===== config.mk =====
export PLATFORM = sky130hd
export DESIGN_NAME = vline_scaler
export DESIGN_NICKNAME = d
export VERILOG_FILES = /design/src/rtl/vsc_pkg.sv /design/src/rtl/vsc_ratio.sv /design/src/rtl/vsc_seq.sv /design/src/rtl/vline_scaler.sv
export SDC_FILE = /design/constraint.sdc
export NUM_CORES = 1
export LEC_CHECK = 0
export BUFFER_PORTS_ARGS = -buffer_cell sky130_fd_sc_hd__buf_2
export CAP_MARGIN = 10
export CORE_ASPECT_RATIO = 0.8
export CORE_MARGIN = 4
export CORE_UTILIZATION = 55
export CTS_BUF_LIST = sky130_fd_sc_hd__clkbuf_8
export DETAILED_ROUTE_END_ITERATION = 10
export GPL_TIMING_DRIVEN = 0
export HOLD_SLACK_MARGIN = 0.12
export PLACE_DENSITY = 0.77
export SETUP_SLACK_MARGIN = 0.5
export SYNTH_ARGS = -nofsm -noshare
export SYNTH_HDL_FRONTEND = slang
export SYNTH_SLANG_ARGS = --single-unit
export TNS_END_PERCENT = 1

===== constraint.sdc =====
create_clock -name clk -period 2.8 [get_ports clk]
set_input_delay 0.42 -clock clk [delete_from_list [all_inputs] [get_ports clk]]
set_output_delay 0.42 -clock clk [all_outputs]
set_load 0.01 [all_outputs]

===== src/rtl/vsc_pkg.sv =====
package vsc_pkg;

    typedef enum logic [1:0] {
        ST_IDLE    = 2'd0,
        ST_EMIT    = 2'd1,
        ST_ADVANCE = 2'd2
    } vsc_state_e;

endpackage


===== src/rtl/vsc_ratio.sv =====
module vsc_ratio #(
    parameter int FRAC_W = 16,
    parameter int INT_W  = 16
) (
    input  logic              clk,
    input  logic              rst_n,
    input  logic              page_start,
    input  logic              take,
    input  logic              mode_int,
    input  logic [FRAC_W+1:0] frac_factor,
    input  logic [INT_W-1:0]  int_factor,
    output logic [INT_W-1:0]  count
);

    localparam int FW = FRAC_W + 2;
    localparam logic [FW-1:0] FACTOR_MAX = {2'b10, {FRAC_W{1'b0}}};

    logic [FRAC_W-1:0] phase_q;
    logic [FRAC_W-1:0] phase_base;
    logic [FW-1:0]     factor_c;
    logic [FW-1:0]     sum;
    logic [1:0]        frac_cnt;
    logic [INT_W-1:0]  int_cnt;

    // Cap the factor at 2.0 so one line is never output more than twice.
    always_comb begin
        factor_c = (frac_factor > FACTOR_MAX) ? FACTOR_MAX : frac_factor;
    end

    always_comb begin
        phase_base = page_start ? '0 : phase_q;
        sum        = {2'b00, phase_base} + factor_c;
        frac_cnt   = sum[FW-1:FRAC_W];
    end

    // Factors 0 and 1 collapse to a single pass-through output.
    always_comb begin
        if (int_factor < INT_W'(2)) begin
            int_cnt = INT_W'(1);
        end else begin
            int_cnt = int_factor;
        end
        count = mode_int ? int_cnt : INT_W'(frac_cnt);
    end

    always_ff @(posedge clk or negedge rst_n) begin
        if (!rst_n) begin
            phase_q <= '0;
        end else if (take && !mode_int) begin
            phase_q <= sum[FRAC_W-1:0];
        end else if (page_start) begin
            phase_q <= '0;
        end
    end

endmodule


===== src/rtl/vsc_seq.sv =====
module vsc_seq
    import vsc_pkg::*;
#(
    parameter int INT_W = 16
) (
    input  logic             clk,
    input  logic             rst_n,
    input  logic             in_valid,
    input  logic [INT_W-1:0] count,
    output logic             take,
    output logic             in_ready,
    output logic [INT_W-1:0] line_count,
    output logic             count_vld,
    output logic             out_strobe,
    output logic             out_replay,
    output logic             advance
);

    vsc_state_e       state_q, state_d;
    logic [INT_W-1:0] remain_q;
    logic             first_q;

    assign take = in_valid && (state_q == ST_IDLE);

    always_comb begin
        state_d = state_q;
        unique case (state_q)
            ST_IDLE: begin
                if (take) begin
                    state_d = (count == '0) ? ST_ADVANCE : ST_EMIT;
                end
            end
            ST_EMIT: begin
                if (remain_q == INT_W'(1)) begin
                    state_d = ST_ADVANCE;
                end
            end
            ST_ADVANCE: begin
                state_d = ST_IDLE;
            end
            default: begin
                state_d = ST_IDLE;
            end
        endcase
    end

    always_ff @(posedge clk or negedge rst_n) begin
        if (!rst_n) begin
            state_q <= ST_IDLE;
        end else begin
            state_q <= state_d;
        end
    end

    // Down-counter of remaining output lines and first-strobe marker.
    always_ff @(posedge clk or negedge rst_n) begin
        if (!rst_n) begin
            remain_q   <= '0;
            first_q    <= 1'b0;
            line_count <= '0;
            count_vld  <= 1'b0;
        end else begin
            count_vld <= take;
            if (take) begin
                remain_q   <= count;
                first_q    <= 1'b1;
                line_count <= count;
            end else if (state_q == ST_EMIT) begin
                remain_q <= remain_q - INT_W'(1);
                first_q  <= 1'b0;
            end
        end
    end

    always_comb begin
        in_ready   = 1'b0;
        out_strobe = 1'b0;
        out_replay = 1'b0;
        advance    = 1'b0;
        unique case (state_q)
            ST_IDLE: begin
                in_ready = 1'b1;
            end
            ST_EMIT: begin
                out_strobe = 1'b1;
                out_replay = !first_q;
            end
            ST_ADVANCE: begin
                advance = 1'b1;
            end
            default: begin
                in_ready = 1'b0;
            end
        endcase
    end

endmodule


===== src/rtl/vline_scaler.sv =====
module vline_scaler #(
    parameter int FRAC_W = 16,
    parameter int INT_W  = 16
) (
    input  logic              clk,
    input  logic              rst_n,
    input  logic              page_start,
    input  logic              mode_int,
    input  logic [FRAC_W+1:0] frac_factor,
    input  logic [INT_W-1:0]  int_factor,
    input  logic              in_valid,
    output logic              in_ready,
    output logic [INT_W-1:0]  line_count,
    output logic              count_vld,
    output logic              out_strobe,
    output logic              out_replay,
    output logic              advance
);

    logic             take;
    logic [INT_W-1:0] count;

    vsc_ratio #(
        .FRAC_W (FRAC_W),
        .INT_W  (INT_W)
    ) u_ratio (
        .clk         (clk),
        .rst_n       (rst_n),
        .page_start  (page_start),
        .take        (take),
        .mode_int    (mode_int),
        .frac_factor (frac_factor),
        .int_factor  (int_factor),
        .count       (count)
    );

    vsc_seq #(
        .INT_W (INT_W)
    ) u_seq (
        .clk        (clk),
        .rst_n      (rst_n),
        .in_valid   (in_valid),
        .count      (count),
        .take       (take),
        .in_ready   (in_ready),
        .line_count (line_count),
        .count_vld  (count_vld),
        .out_strobe (out_strobe),
        .out_replay (out_replay),
        .advance    (advance)
    );

endmodule


* Word-level counts from Yosys, hierarchy flattened
Index checks and enable logic that the tools add are counted.
** Cells by class
- $add $sub $neg :: 2
- Magnitude comparators :: 2
- Eq/ne operators :: 5
- Multiplexer cells :: 17
- Reduce and logical (&&, ||, !) cells :: 8
** Operators with widths (count)
- $mux 16 :: 6
- $add 16x18->18 :: 1
- $gt 18x18->1 const B :: 1
- $mux 18 :: 1
- $eq 16x1->1 const B :: 1
- $logic_not 16->1 :: 1
- $lt 16x2->1 const B :: 1
- $sub 16x1->16 const B :: 1
- $mux 1 :: 6
- $mux 2 :: 3
- $pmux 2 s2 :: 1
- $eq 2x1->1 const B :: 1
- $eq 2x2->1 const B :: 1
- $logic_and 1x1->1 :: 2
- $logic_not 1->1 :: 2
- $logic_not 2->1 :: 1
- $ne 2x1->1 const B :: 1
- $ne 2x2->1 const B :: 1
- $reduce_and 2->1 :: 1
- $reduce_bool 2->1 :: 1
** Storage, ports and cells
- Flip-flop bits (word level) :: 52
- Bits of input ports :: 39
- Output and inout bits :: 21
- Word-level logic and storage cells :: 40

* Logic depth before layout (Yosys ltp)
Gate-level depths: netlist of run 1.
- Word-level depth :: 8
- Depth in mapped cells :: 12
- Gate-level depth less buffers :: 12

* Cells and area by module
From an unflattened synthesis of run 1, not the netlist that was laid out.
** Second synthesis, totals
- Cells, all modules :: 417
- Area, all modules :: 3580.9 um^2
** Modules (own cells, without submodules)
- vsc_ratio :: times used 1, cells an instance 245, area each 1908.1 um^2, seq. area each 400.4 um^2
- vsc_seq :: times used 1, cells an instance 172, area each 1672.9 um^2, seq. area each 900.9 um^2

* Worst setup path before layout of run 1
No wires, ideal clock.
- Path kind :: input to register
- Start :: input frac_factor[7]
- End :: register u_seq.line_count[0]
- Arrival time :: 3.126 ns
- Required time :: 2.665 ns
- Setup slack :: -0.461 ns
- Stages :: 12
- Cells stage by stage :: nor4_1 -> nand4_1 -> o41ai_1 -> and2_1 -> ha_1 -> fa_1 -> a211oi_1 -> o21a_1 -> a21o_1 -> o31a_1 -> mux2i_1 -> a21oi_1
** Between the ends
- Cells in the longest elaborated chain, start to end :: 4
** RTL lines
- start: declaration :: RTL line vline_scaler.sv:9 : input logic [FRAC_W+1:0] frac_factor,
- $gt 18x18->1 :: RTL line vsc_ratio.sv:27 : factor_c = (frac_factor > FACTOR_MAX) ? FACTOR_MAX : frac_factor;
- $mux 18 (*) :: RTL line vsc_ratio.sv:27
- $add 16x18->18 (*) :: RTL line vsc_ratio.sv:32 : sum = {2'b00, phase_base} + factor_c;
- $mux 16 (*) :: RTL line vsc_ratio.sv:43 : count = mode_int ? int_cnt : INT_W'(frac_cnt);
- end signal: assignment :: RTL line vsc_seq.sv:67 : line_count <= count;
- end: declaration :: RTL line vsc_seq.sv:12 : output logic [INT_W-1:0] line_count,
Mark *: on every way between the ends. The rest lies on a longest branch, timed or not.
A chain may end at the register's enable or synchronous reset.

* Final worst setup path of run 1
- Start :: input frac_factor[16]
- End :: register u_seq.state_q[0]
** Between the ends
- Cells in the longest elaborated chain, start to end :: 8
** RTL lines
- $gt 18x18->1 :: RTL line vsc_ratio.sv:27
- $mux 18 (*) :: RTL line vsc_ratio.sv:27
- $add 16x18->18 (*) :: RTL line vsc_ratio.sv:32
- $mux 16 (*) :: RTL line vsc_ratio.sv:43
- $logic_not 16->1 (*) :: RTL line vsc_seq.sv:30 : state_d = (count == '0) ? ST_ADVANCE : ST_EMIT;
- $mux 2 (*) :: RTL line vsc_seq.sv:30
- $mux 2 (*) :: RTL line vsc_seq.sv:29 : if (take) begin
- $pmux 2 s2 (*) :: RTL line vsc_seq.sv:27 : unique case (state_q)
- end signal: assignment :: RTL line vsc_seq.sv:51 : state_q <= state_d;
- end: declaration :: RTL line vsc_seq.sv:19 : vsc_state_e state_q, state_d;
Mark *: on every way between the ends. The rest lies on a longest branch, timed or not. The select of a mux whose other input is x is not followed.

==> results of run 1 <==
[path summary, 6_finish.rpt]
| path | slack, ns | to | startpoint | cells after the start |
|---|---|---|---|---|
| setup / recovery | -0.26 | u_seq.state_q[0]$_DFFE_PN0P_ | frac_factor[16] | 14 |
| hold / removal | 0.34 | u_seq.line_count[12]$_DFFE_PN0P_ | int_factor[12] | 3 |
| setup reg to reg | 0.33 | u_seq.state_q[0]$_DFFE_PN0P_ | u_ratio.phase_q[9]$_DFF_PN0_ | 9 |
| hold reg to reg | 0.48 | u_seq.line_count[4]$_DFFE_PN0P_ | u_seq.line_count[4]$_DFFE_PN0P_ | 2 |
| max in group asynchronous | 1.65 | u_ratio.phase_q[14]$_DFF_PN0_ | rst_n | 3 |
| min in group asynchronous | 0.58 | u_seq.line_count[2]$_DFFE_PN0P_ | rst_n | 2 |
[per-layer routing]
metal  GRT usage (%)  share of wire (%)  up-vias  routed length (µm)
met4           6.676                1.4        0                 130
met5               0                  0        -                   0
met1           39.14                 48     1506                4375
met3           4.360                7.6       17                 698
met2           34.59                 43      151                3948
li1                -                  -     1508                   -
[Yosys cell counts (3+ instances only)]
cell and number:
nor2b_1 25, dfrtp_1 52, and3_1 4, nor4_1 7, o211ai_1 6, nand3_1 15
o21ai_0 21, a211oi_1 4, buf_2 3, mux2_2 8, nand2_1 49, o21a_1 5
a22o_1 8, and2_1 12, nor2_1 18, a21o_1 5, clkbuf_1 9, o31ai_1 3
nor3b_1 3, mux2i_1 3, nand2b_1 4, ha_1 18, xnor2_1 9, nand4_1 7
a21oi_1 20, inv_1 7, xor2_1 5, nor3_1 10
[through the flow]
step	TNS [ns]	hold slack, ns
finish	-1.777	0.3358
global route	-2.937	0.3528
CTS	-1.118	0.3349
detailed placement	-15.34	0.4595
global placement	-14.21	0.4551
floorplan	-1.456	0.1244
[kinds of logic (layout without fill, tap and decap cells)]
kind of cell | Yosys count | in the layout | synth area share (%)
fa+ha+maj | 19 | 19 | 7.284
flops | 52 | 52 | 38.65
xor+xnor | 14 | 14 | 3.642
compound gates | 89 | 89 | 17.62
simple gates | 166 | 166 | 26.57
buf+inv | 22 | 99 | 2.675
mux | 11 | 11 | 3.568
[critical path, cell delays in order]
cell,delay [ns]
buf_2,0.14
nor4_2,0.29
nand4_1,0.19
o41ai_4,0.26
buf_6,0.17
buf_4,0.11
and2_1,0.17
ha_4,0.24
a21oi_2,0.17
o211ai_1,0.12
a221oi_1,0.27
o31a_1,0.25
mux2i_2,0.31
a21oi_1,0.12
[sequential cells by signal, indices dropped and copies added (netlist names)]
name	flops
u_seq.first_q	1
u_ratio.phase_q	16
u_seq.state_q	2
u_seq.remain_q	16
u_seq.count_vld	1
u_seq.line_count	16
[power by group]
group          total [mW]  switching [mW]  internal [mW]
clock               0.441           0.266          0.175
combinational        1.19           0.672          0.517
sequential           1.22           0.210           1.01
[layout make-up]
| class | count | area (µm²) | share of cell area [%] |
|---|---|---|---|
| clock inverters | 3 | 20.02 | 0.4806 |
| well taps | 81 | 101.3 | 2.433 |
| flip-flops and latches | 52 | 1301 | 31.24 |
| clock buffers | 5 | 68.82 | 1.652 |
| multi-input cells | 299 | 2173 | 52.18 |
| plain buffers | 14 | 62.56 | 1.502 |
| repair buffers | 69 | 407.9 | 9.793 |
| inverters | 8 | 30.03 | 0.7209 |
[repair_timing]
| item | 4_1_cts | 5_1_grt |
|---|---|---|
| setup endpoints to repair | 22 | 21 |
| hold buffers | 0 | 1 |
| cloned | 0 | 0 |
| setup buffers | 7 | 1 |
| pin swaps | 19 | 8 |
| hold endpoints to repair | 0 | 19 |
| gates resized for setup | 25 | 14 |
==> impl_metrics.py, run 1 <==
metrics = {
    "status": {
        "outcome": "complete, but fails checks",
        "failed_checks": "setup timing",
    },
    "grt": {
        "antenna_found_initial": 0,
        "track_usage_pct": 24.80,
        "grt_pass1_wl_um": 14350,
        "grt_start_max_net_pins": 53,
        "first_global_vias": 2864,
        "gr-total-overflow": 0,
    },
    "setup_path": {
        "cp-end-kind": "flop",
        "critPathLaunchType": "input pin",
        "crit_required_ns": 2.99,
        "worstPathArrival_ns": 3.24,
        "crit_type": "in2reg",
        "path_max_fanout": 7,
    },
    "synthesis": {
        "syn_area_um2": 3367,
        "synthesis.nets": 431,
        "synthTopCellsByArea": "dfrtp_1 39%, ha_1 6.7%, nand2_1 5.5%, nor2b_1 4.6%, o21ai_0 3.1%",
        "yosys_warnings": 0,
        "synth-edff-count": 0,
        "synth_top_area_cell": "dfrtp_1",
        "synthCells": 373,
        "ys_seq_area_share_pct": 38.65,
        "synth_ff_type": "dfrtp_1",
        "yosysTopAreaCellShare_pct": 38.65,
        "ys_types": 56,
        "async_reset_ff_share_pct": 100.0,
        "avgSynthCellArea_um2": 9.027,
        "ys_seq_elements": 52,
    },
    "floorplanning": {
        "core.rowCount": 25,
        "coreArea_um2": 5912,
        "fp.dieH_um": 77.98,
        "initial_core_util_pct": 56.95,
        "die_w_um": 95.48,
        "die-area_um2": 7445,
        "pin_count": 60,
    },
    "cts": {
        "cts_max_level": 2,
        "cts_tree": "done",
        "cts-root-buf": "clkbuf_8",
        "clk_pin_slew_worst_paths_ns": 0.10,
        "cts_buffer_depth": 2,
        "cts_buffers": 5,
        "cts.sinks": 52,
        "insertion_delay_ns": 0.32,
    },
    "placed_design": {
        "gp_congestion": 0.8987,
        "post-dp-hpwl_um": 6481,
        "post-place-ws_ns": -1.038,
        "place_area_um2": 3827,
        "numPortBuffers": 59,
        "dp.cells": 513,
    },
    "power": {
        "leakage_nw": 1.924,
        "power.total_mw": 2.851,
        "p_per_area_nw_per_um2": 684.5,
        "ir_drop_mv": 0.4654,
    },
    "finish": {
        "fin_nets": 507,
        "fin_cells": 531,
        "final_area_um2": 4165,
        "syn2layout_area_growth_pct": 23.71,
        "final_common_cell": "buf_2",
        "drive_gt1_share_pct": 27.11,
        "diodes": 0,
        "final_core_util_pct": 70.46,
        "num-fill-cells": 464,
        "most-common-layout-cells": "59 x buf_2, 52 x dfrtp_1, 48 x nand2_1, 25 x nor2b_1, 18 x nor2_1",
    },
    "timing": {
        "fmax_ghz": 0.3270,
        "period_share_pct": 109.2,
        "maxSlewViolCount": 0,
        "fin_ws_ns": -0.2581,
        "setup_viol": 12,
        "finalHoldViolCount": 0,
        "clock_skew_ns": 0.01879,
        "timing.final.crit_period_ns": 3.058,
        "tightest_slew_ns": 1.013,
        "rsz0062_at_grt": "yes",
        "maxSlewHeadroom_pct": 32.19,
    },
    "route": {
        "via_per_inst": 5.992,
        "detail_route.wl_per_cell_um": 17.24,
        "drt-total-wl_um": 9152,
        "dr_total_vias": 3182,
        "ant_nets": 0,
        "drt-pass1-iter-count": 5,
        "drt_iter0_drc": 182,
        "drc_errors": 0,
    },
    "hold_path": {
        "min-delay-path-class": "in2reg",
    },
    "flow_run": {
        "maxCapViolCount": 0,
    },
}
Note: power is estimated with default switching activity, not from simulation.
==> run 2: changes to the inputs <==
SKIP_LAST_GASP = 1   (was default)
==> impl_metrics.py, run 2 (same netlist as run 1, synthesis figures left out) <==
metrics = {
    "timing": {
        "setup_viol": 15,
        "period_share_pct": 110.0,
        "hold_ws_ns": 0.3354,
        "rsz0062_at_grt": "yes",
        "clock_skew_ns": 0.01632,
        "fin_ws_ns": -0.2799,
        "tightest_slew_ns": 1.024,
        "fmax_ghz": 0.3247,
        "maxSlewHeadroom_pct": 31.46,
        "finalHoldViolCount": 0,
        "maxSlewViolCount": 0,
        "timing.final.crit_period_ns": 3.080,
    },
    "route": {
        "detail_route.wl_per_cell_um": 17.12,
        "drt-pass1-iter-count": 5,
        "via_per_inst": 5.855,
        "drt_iter0_drc": 229,
        "dr_total_vias": 3103,
        "ant_nets": 0,
        "drc_errors": 0,
        "drt-total-wl_um": 9072,
    },
    "floorplanning": {
        "fp.dieH_um": 77.98,
        "core.rowCount": 25,
        "die-area_um2": 7445,
        "coreArea_um2": 5912,
        "die_w_um": 95.48,
        "initial_core_util_pct": 56.95,
        "pin_count": 60,
    },
    "flow_run": {
        "maxCapViolCount": 0,
    },
    "finish": {
        "most-common-layout-cells": "60 x buf_2, 52 x dfrtp_1, 48 x nand2_1, 25 x nor2b_1",
        "syn2layout_area_growth_pct": 22.19,
        "drive_gt1_share_pct": 25.39,
        "final_common_cell": "buf_2",
        "fin_nets": 506,
        "top_regs": "u_ratio.phase_q: 16 flops, u_seq.line_count: 16 flops, u_seq.remain_q: 16 flops",
        "diodes": 0,
    },
    "power": {
        "leakage_nw": 1.901,
        "ir_drop_mv": 0.4506,
        "p_per_area_nw_per_um2": 690.3,
        "power.total_mw": 2.840,
    },
    "setup_path": {
        "crit_required_ns": 2.99,
        "cp-end-kind": "flop",
        "ff2ff_path_depth": 9,
        "r2r_slack_ns": 0.35,
        "worstPathArrival_ns": 3.27,
        "rr_startpoint": "u_ratio.phase_q[9]$_DFF_PN0_",
        "path_max_fanout": 7,
        "critPathLaunch": "frac_factor[0]",
        "crit_type": "in2reg",
        "endpoint": "u_seq.state_q[0]$_DFFE_PN0P_",
        "reg2reg_to": "u_seq.state_q[0]$_DFFE_PN0P_",
        "critPathLaunchType": "input pin",
    },
    "placed_design": {
        "post-place-ws_ns": -1.038,
        "gp_congestion": 0.8987,
        "post-dp-hpwl_um": 6481,
        "numPortBuffers": 59,
    },
    "cts": {
        "cts.sinks": 52,
        "clk_pin_slew_worst_paths_ns": 0.10,
        "cts_buffer_depth": 2,
        "cts-root-buf": "clkbuf_8",
        "cts_max_level": 2,
        "cts_buffers": 5,
        "cts_tree": "done",
        "insertion_delay_ns": 0.32,
    },
    "grt": {
        "antenna_found_initial": 0,
        "gr-total-overflow": 0,
        "track_usage_pct": 24.72,
        "grt_start_max_net_pins": 53,
        "grt_pass1_wl_um": 14300,
        "first_global_vias": 2859,
    },
    "status": {
        "outcome": "complete, but fails checks",
        "failed_checks": "setup timing",
    },
    "hold_path": {
        "min-delay-path-class": "in2reg",
    },
}
[run 2: metrics by stage]
stage,setup TNS [ns],utilization [%],cell area [µm²],std cells
global placement,-14.21,64.74,3827,513
global route,-3.785,69.59,4114,530
detailed placement,-15.34,64.74,3827,513
finish,-2.635,69.59,4114,530
CTS,-1.613,68.83,4069,528
floorplan,-1.456,-,3431,373
[run 2: layout make-up]
class	instances	area, µm²
Clock inverter	3	20.02
Buffer	14	61.31
Sequential cell	52	1301
Tap cell	81	101.3
Inverter	8	30.03
Timing Repair Buffer	68	397.9
Fill cell	470	1798
Clock buffer	5	68.82
Multi-Input combinational cell	299	2133
[run 2: critical path, stage by stage]
cell and delay (ns):
buf_8 0.10, nor4_4 0.32, nand4_1 0.21, o41ai_4 0.26
buf_6 0.17, buf_4 0.12, buf_4 0.11, and2_1 0.13
ha_2 0.31, nand2_2 0.10, a21oi_1 0.05, a221oi_1 0.27
o31a_1 0.25, mux2i_2 0.31, a21oi_1 0.12
[run 2: power breakdown]
part / internal (mW) / leakage [nW] / total [mW] / switching (mW)
registers: 1.01 / 0.680 / 1.22 / 0.209
logic: 0.510 / 1.18 / 1.18 / 0.667
clock network: 0.175 / 0.0455 / 0.443 / 0.267
total: 1.70 / 1.90 / 2.84 / 1.14
[run 2: worst min path at each step]
stage                                                start                          endpoint  slack [ns]  depth (start not counted)
after floorplan                                      rst_n      u_ratio.phase_q[0]$_DFF_PN0_        0.12                          0
after detailed placement  u_seq.line_count[15]$_DFFE_PN0P_  u_seq.line_count[15]$_DFFE_PN0P_        0.46                          2
final                                       int_factor[12]  u_seq.line_count[12]$_DFFE_PN0P_        0.34                          3
after global placement     u_seq.line_count[4]$_DFFE_PN0P_   u_seq.line_count[4]$_DFFE_PN0P_        0.46                          2
after CTS                                   int_factor[12]  u_seq.line_count[12]$_DFFE_PN0P_        0.33                          3
after global routing                        int_factor[12]  u_seq.line_count[12]$_DFFE_PN0P_        0.35                          3
[run 2: metal layers]
metal	up-vias	routed length, µm	global-route usage [%]
met5	-	0	0
met4	0	132	6.818
met3	13	678	4.360
met2	131	3919	34.45
met1	1461	4341	38.96
li1	1498	-	-
[run 2: timing repair]
action                                 4_1_cts  5_1_grt
setup endpoints to repair                   22       21
hold buffers                                 0        1
endpoints found under the hold margin        0       19
gates resized for setup                     22        3
pin swaps                                   12        2
setup buffers                                7        0
